<file path="src/rtl/redund_rater_pkg.sv">
package redund_rater_pkg;

    typedef enum logic {
        PH_IDLE = 1'b0,
        PH_WAIT = 1'b1
    } phase_e;

endpackage

</file>
<file path="src/rtl/rr_gap_gate.sv">
module rr_gap_gate #(
    parameter int PERIOD_W = 8
) (
    input  logic                clk,
    input  logic                rst_n,
    input  logic                req_i,
    input  logic                idle_i,
    input  logic [PERIOD_W-1:0] period_i,
    output logic                fire_o
);
    localparam logic [PERIOD_W-1:0] SINCE_MAX = '1;

    typedef struct packed {
        logic [PERIOD_W-1:0] since;
        logic                pend;
    } gate_s;

    gate_s g_d, g_q;

    always_comb begin
        g_d    = g_q;
        fire_o = idle_i && (g_q.pend || req_i) && (g_q.since >= period_i);
        g_d.pend = (g_q.pend || req_i) && !fire_o;
        if (fire_o) begin
            g_d.since = PERIOD_W'(1);
        end else if (g_q.since != SINCE_MAX) begin
            g_d.since = g_q.since + PERIOD_W'(1);
        end
    end

    always_ff @(posedge clk) begin
        if (!rst_n) begin
            g_q.since <= SINCE_MAX;
            g_q.pend  <= 1'b0;
        end else begin
            g_q <= g_d;
        end
    end


    pend_keep_chk: assert property (@(posedge clk) disable iff (!rst_n)
        (req_i && !fire_o) |=> g_q.pend);

endmodule

</file>
<file path="src/rtl/rr_rating_cell.sv">
module rr_rating_cell #(
    parameter int RATE_W    = 3,
    parameter int RATE_INIT = 4
) (
    input  logic              clk,
    input  logic              rst_n,
    input  logic              upd_i,
    input  logic              hit_i,
    output logic [RATE_W-1:0] rate_o,
    output logic [RATE_W-1:0] rate_nx_o
);
    localparam logic [RATE_W-1:0] LVL_MAX  = '1;
    localparam logic [RATE_W-1:0] LVL_INIT = RATE_W'(RATE_INIT);

    typedef struct packed {
        logic [RATE_W-1:0] lvl;
    } cell_s;

    cell_s c_d, c_q;

    always_comb begin
        c_d = c_q;
        if (upd_i) begin
            if (hit_i && c_q.lvl != LVL_MAX) begin
                c_d.lvl = c_q.lvl + RATE_W'(1);
            end else if (!hit_i && c_q.lvl != '0) begin
                c_d.lvl = c_q.lvl - RATE_W'(1);
            end
        end
    end

    always_ff @(posedge clk) begin
        if (!rst_n) begin
            c_q.lvl <= LVL_INIT;
        end else begin
            c_q <= c_d;
        end
    end

    assign rate_o    = c_q.lvl;
    assign rate_nx_o = c_d.lvl;


    rate_up_chk: assert property (@(posedge clk) disable iff (!rst_n)
        (upd_i && hit_i && rate_o != LVL_MAX) |=> (rate_o == $past(rate_o) + RATE_W'(1)));


    rate_down_chk: assert property (@(posedge clk) disable iff (!rst_n)
        (upd_i && !hit_i && rate_o != '0) |=> (rate_o == $past(rate_o) - RATE_W'(1)));


    rate_hold_chk: assert property (@(posedge clk) disable iff (!rst_n)
        !upd_i |=> $stable(rate_o));

endmodule

</file>
<file path="src/rtl/rr_best_pick.sv">
module rr_best_pick #(
    parameter int NUM    = 3,
    parameter int RATE_W = 3,
    parameter int IDX_W  = 2
) (
    input  logic [NUM*RATE_W-1:0] rates_i,
    input  logic [IDX_W-1:0]      cur_i,
    output logic [IDX_W-1:0]      pick_o
);
    logic [RATE_W-1:0] best_lvl;
    logic              best_ok;

    always_comb begin
        pick_o   = (int'(cur_i) < NUM) ? cur_i : '0;
        best_lvl = rates_i[int'(pick_o)*RATE_W +: RATE_W];
        for (int i = 0; i < NUM; i++) begin
            if (rates_i[i*RATE_W +: RATE_W] > best_lvl) begin
                pick_o   = IDX_W'(i);
                best_lvl = rates_i[i*RATE_W +: RATE_W];
            end
        end
        best_ok = 1'b1;
        for (int i = 0; i < NUM; i++) begin
            if (rates_i[i*RATE_W +: RATE_W] > rates_i[int'(pick_o)*RATE_W +: RATE_W]) begin
                best_ok = 1'b0;
            end
        end

        pick_best_chk: assert (best_ok);
    end

endmodule

</file>
<file path="src/rtl/redund_rater.sv">
module redund_rater
    import redund_rater_pkg::*;
#(
    parameter int NUM_COPIES = 3,
    parameter int DATA_W     = 8,
    parameter int RATE_W     = 3,
    parameter int RATE_INIT  = 4,
    parameter int LAT        = 2,
    parameter int PERIOD_W   = 8,
    localparam int IDX_W     = (NUM_COPIES > 1) ? $clog2(NUM_COPIES) : 1
) (
    input  logic                         clk,
    input  logic                         rst_n,
    input  logic                         test_req,
    input  logic [PERIOD_W-1:0]          period_cfg,
    input  logic [DATA_W-1:0]            expect_data,
    input  logic [NUM_COPIES*DATA_W-1:0] resp_data,
    output logic [NUM_COPIES-1:0]        probe_cmd,
    output logic [IDX_W-1:0]             active_idx,
    output logic [NUM_COPIES*RATE_W-1:0] ratings
);
    localparam int CNT_W = (LAT > 0) ? $clog2(LAT + 1) : 1;

    typedef struct packed {
        phase_e           phase;
        logic [CNT_W-1:0] cnt;
        logic             cmd;
        logic [IDX_W-1:0] active;
    } ctl_s;

    ctl_s t_d, t_q;

    logic                         fire;
    logic                         eval;
    logic [IDX_W-1:0]             pick;
    logic [NUM_COPIES*RATE_W-1:0] rate_nx;

    assign eval = (t_q.phase == PH_WAIT) && (t_q.cnt == CNT_W'(LAT));

    rr_gap_gate #(
        .PERIOD_W (PERIOD_W)
    ) i_gate (
        .clk      (clk),
        .rst_n    (rst_n),
        .req_i    (test_req),
        .idle_i   (t_q.phase == PH_IDLE),
        .period_i (period_cfg),
        .fire_o   (fire)
    );

    for (genvar g = 0; g < NUM_COPIES; g++) begin : g_cell
        rr_rating_cell #(
            .RATE_W    (RATE_W),
            .RATE_INIT (RATE_INIT)
        ) i_cell (
            .clk       (clk),
            .rst_n     (rst_n),
            .upd_i     (eval),
            .hit_i     (resp_data[g*DATA_W +: DATA_W] == expect_data),
            .rate_o    (ratings[g*RATE_W +: RATE_W]),
            .rate_nx_o (rate_nx[g*RATE_W +: RATE_W])
        );
    end

    rr_best_pick #(
        .NUM    (NUM_COPIES),
        .RATE_W (RATE_W),
        .IDX_W  (IDX_W)
    ) i_pick (
        .rates_i (rate_nx),
        .cur_i   (t_q.active),
        .pick_o  (pick)
    );

    always_comb begin
        t_d     = t_q;
        t_d.cmd = fire;
        if (fire) begin
            t_d.phase = PH_WAIT;
            t_d.cnt   = '0;
        end else if (t_q.phase == PH_WAIT) begin
            if (eval) begin
                t_d.phase = PH_IDLE;
            end else begin
                t_d.cnt = t_q.cnt + CNT_W'(1);
            end
        end
        if (eval) begin
            t_d.active = pick;
        end
    end

    always_ff @(posedge clk) begin
        if (!rst_n) begin
            t_q.phase  <= PH_IDLE;
            t_q.cnt    <= '0;
            t_q.cmd    <= 1'b0;
            t_q.active <= '0;
        end else begin
            t_q <= t_d;
        end
    end

    assign probe_cmd  = {NUM_COPIES{t_q.cmd}};
    assign active_idx = t_q.active;


    probe_pulse_chk: assert property (@(posedge clk) disable iff (!rst_n)
        t_q.cmd |=> !t_q.cmd);


    no_refire_chk: assert property (@(posedge clk) disable iff (!rst_n)
        (t_q.phase == PH_WAIT) |-> !fire);


    active_hold_chk: assert property (@(posedge clk) disable iff (!rst_n)
        !eval |=> $stable(active_idx));


    active_range_chk: assert property (@(posedge clk) disable iff (!rst_n)
        int'(active_idx) < NUM_COPIES);

endmodule

</file>
<file path="config.mk">
export PLATFORM = sky130hd
export DESIGN_NAME = redund_rater
export DESIGN_NICKNAME = d
export VERILOG_FILES = /design/src/rtl/redund_rater_pkg.sv /design/src/rtl/rr_gap_gate.sv /design/src/rtl/rr_rating_cell.sv /design/src/rtl/rr_best_pick.sv /design/src/rtl/redund_rater.sv
export SDC_FILE = /design/constraint.sdc
export NUM_CORES = 1
export LEC_CHECK = 0
export BUFFER_PORTS_ARGS = -buffer_cell sky130_fd_sc_hd__buf_2
export CAP_MARGIN = 20
export CORE_UTILIZATION = 57
export CTS_BUF_LIST = sky130_fd_sc_hd__clkbuf_8
export DETAILED_ROUTE_END_ITERATION = 8
export PLACE_DENSITY = 0.81
export SETUP_SLACK_MARGIN = 0.15
export SYNTH_ARGS = -nofsm -noshare
export SYNTH_HDL_FRONTEND = slang
export SYNTH_SLANG_ARGS = --single-unit
</file>
<file path="constraint.sdc">
create_clock -name clk -period 7.23 [get_ports clk]
set_clock_uncertainty 0.2 [all_clocks]
set_input_delay 0.3615 -clock clk [delete_from_list [all_inputs] [get_ports clk]]
set_output_delay 0.3615 -clock clk [all_outputs]
set_load 0.01 [all_outputs]
</file>
==> reports/qor.csv <==
stage;metric;value;unit
status;status;complete, no violations;
global_routing;largest net degree at the start of global routing;18;
synth;ys flop type;dfxtp_1;
synth;synthesis-stage register bit count;24;
drt;post-DR wirelength/cell;13.7;um
clock_tree;Setup Buffers After CTS;0;
floorplanning;die area;4780;sq um
power_and_ir_drop;switch share;0.435;
synth;Synth warnings;0;
floorplanning;die width;69.2;um
clock_tree;CTS Buf Count;3;
worst_setup_path;Max stage delay on crit path;0.48;ns
timing;final worst-path cycle share;0.824;
clock_tree;clock net sink count;24;
cells_and_area;area of the multi-input gates;1900;sq um
drt;DRT iter0 DRCs;231;
drt;routed vias;2326;
worst_setup_path;Setup crit end kind;register;
worst_setup_path;Worst Setup Start Kind;register;
placed_design;pre-CTS WS;1.19;ns
timing;RSZ-0062 raised after global routing;no;
run;max-cap violations;0;
power_and_ir_drop;Power Density;251;nW/um^2
synth;syn avg cell area;8.35;sq um
power_and_ir_drop;Static Leak;0.00134;uW
synth;Mapped Cells;308;
drt;drt drc;0;
worst_setup_path;Max stage delay cell, worst path;and2_1;
placed_design;HPWL Detailed;4520;um
placed_design;placed insts;403;
power_and_ir_drop;Power Internal;412;uW
cells_and_area;share of cells above drive strength 1;0.225;
drt;drt first pass iters;4;
cells_and_area;Post-Layout Cell Count;407;
floorplanning;total core area;4350;sq um
timing;Final min period;5.96;ns
cells_and_area;Seq. cell area;480;sq um
clock_tree;CTS Buffer Depth;2;
global_routing;first-pass GRT wire length;9830;um
worst_setup_path;R2R setup slack;1.27;ns
cells_and_area;ant diodes;0;
clock_tree;CTS resizes;0;
timing;Slew headroom;0.367;
drt;Antenna Violating Nets Remaining;0;
timing;Worst-Margin Slew;0.943;ns
synth;sequential area share after synthesis;0.187;
cells_and_area;area delta synth->final;12.8;%
clock_tree;clock slew at reported path FFs;0.09;ns
cells_and_area;fillers;349;
timing;hold_ws;0.201;ns
timing;final hold violation count;0;
timing;worst setup margin;1.27;ns
synth;post-synth cell types;61;
timing;Max Slew Vio Count;0;
timing;final setup fails;0;
floorplanning;Die Span Y;69.2;um
clock_tree;H-tree depth;1;
global_routing;total grt overflow;0;
worst_setup_path;WP data required;7.20;ns
global_routing;GRT Overall Usage;0.241;
synth;top-area cell type share of the netlist area;0.187;
clock_tree;root buffer cell;clkbuf_8;
worst_setup_path;Crit Path Category;reg -> reg;
synth;ys async rst share;0;
power_and_ir_drop;Comb pwr share;0.591;
synth;Synth Net Count;381;
power_and_ir_drop;Clock power frac;0.129;
floorplanning;Starting Density;0.591;
power_and_ir_drop;Max IR drop VDD;0.165;mV
power_and_ir_drop;Seq pwr share;0.281;
timing;Final TNS setup;0;ns
floorplanning;number of I/O pins;57;
drt;vias per cell;5.71;
placed_design;GPL Wtd Cong;0.933;
worst_setup_path;crit path DAT;5.93;ns
cells_and_area;Final nets;429;
synth;mapped cell area;2570;sq um
synth;cell taking the most area after synthesis;dfxtp_1;
synth;top post-synthesis cells by area;dfxtp_1, ha_1, xor2_1, inv_1, nand2_1;
clock_tree;clk_lat worst skew;0.27;ns
floorplanning;FP Rows;24;
global_routing;vias in the first global route;2301;
drt;Total Routed Length;5570;um
hold_path;type of the tightest min-delay check;in -> reg;
worst_setup_path;worst-path fanout max;13;
placed_design;IO Port Bufs;56;
clock_tree;cts hold-fix bufs;0;
power_and_ir_drop;Overall Power;728;uW
timing;fmax;168;MHz
global_routing;initial antenna violation count;0;
power_and_ir_drop;switching power;317;uW
clock_tree;CTS tree;yes;
worst_setup_path;Top cell by count, worst path;ha_1;
synth;Post-synth EDFFs;0;
area by class of cell:
cell class                      instances  area share
Clock buffer                            4      0.0190
Sequential cell                        24       0.166
Timing Repair Buffer                   56      0.0966
Tap cell                               52      0.0224
Inverter                               31      0.0401
Multi-Input combinational cell        240       0.656
synth_stat cells (4+ instances only):
| master | count |
|---|---|
| a211o_1 | 4 |
| a211oi_1 | 6 |
| a21o_1 | 8 |
| a21oi_1 | 12 |
| a22oi_1 | 7 |
| a31oi_1 | 6 |
| and2_1 | 8 |
| buf_4 | 6 |
| clkbuf_1 | 7 |
| dfxtp_1 | 24 |
| ha_1 | 30 |
| inv_1 | 29 |
| mux2i_1 | 6 |
| nand2_1 | 22 |
| nand2b_1 | 5 |
| nand3_1 | 6 |
| nor2_1 | 18 |
| nor2b_1 | 4 |
| nor3_1 | 5 |
| nor4_2 | 4 |
| o21ai_0 | 5 |
| o21ai_1 | 4 |
| xnor2_1 | 5 |
| xor2_1 | 27 |
registers in the layout (all words and copies together) (netlist names), named ones only:
name and count:
active_idx 2, g_cell.i_cell.rate_o 8, i_gate.g_q 9, probe_cmd 1, t_q 3
critical path, delay by kind of cell (launching register included):
family / cells / cell delay [ns]
adders and majority gates: 4 / 1.13
muxes: 1 / 0.15
buffers and inverters: 1 / 0.08
and+or+nand+nor: 6 / 1.20
AOI/OAI and AO/OA: 15 / 2.80
DFF: 1 / 0.31
cells in the final DEF, fill, tap and decap left out, drive strengths merged, types with 5 or more instances in the layout:
| cell type | count |
|---|---|
| a211oi | 6 |
| a21o | 8 |
| a21oi | 13 |
| a22oi | 7 |
| a31oi | 6 |
| and2 | 8 |
| buf | 56 |
| dfxtp | 24 |
| ha | 30 |
| inv | 31 |
| mux2i | 6 |
| nand2 | 23 |
| nand2b | 5 |
| nand3 | 7 |
| nor2 | 18 |
| nor3 | 5 |
| nor4 | 6 |
| o21ai | 10 |
| xnor2 | 5 |
| xor2 | 27 |
power groups by stage:
stage | Sequential [uW] | Combinational (uW) | Clock (uW)
after floorplan | 199 | 346 | 0
after global placement | 206 | 414 | 0
after detailed placement | 207 | 426 | 0
after CTS | 204 | 429 | 95.2
after global routing | 211 | 485 | 99.7
final | 204 | 430 | 93.7
worst paths after layout:
kind	endpoint	cells past startpoint	start
max reg2reg	active_idx[0]$_SDFFE_PN0P_	27	t_q[3]$_SDFFE_PP0P_
min reg2reg	t_q[4]$_SDFFE_PP0P_	2	t_q[4]$_SDFFE_PP0P_
max	active_idx[0]$_SDFFE_PN0P_	27	t_q[3]$_SDFFE_PP0P_
min	g_cell[1].i_cell.rate_o[2]$_SDFF_PN1_	2	rst_n
through the flow:
| step | cell area, sq um | utilization |
|---|---|---|
| CTS | 2900 | 0.666 |
| detailed placement | 2850 | 0.653 |
| floorplan | 2570 | - |
| global route | 2900 | 0.666 |
| finish | 2900 | 0.666 |
| global placement | 2850 | 0.653 |
cells by family after synthesis:
family	Yosys count	share of synthesized area
flops	24	0.187
xor+xnor	32	0.109
buf+inv	44	0.0730
simple gates	86	0.190
mux	9	0.0394
fa+ha+maj	30	0.146
compound gates	83	0.255
layer usage:
metal | vias up | wire length [um] | GRT usage
met3 | 2 | 260 | 0.0351
met4 | 0 | 14 | 0.0544
met5 | - | 0 | 0
li1 | 1194 | - | -
met2 | 63 | 2880 | 0.443
met1 | 1067 | 2420 | 0.293
Power figures use the tool's default switching activity.
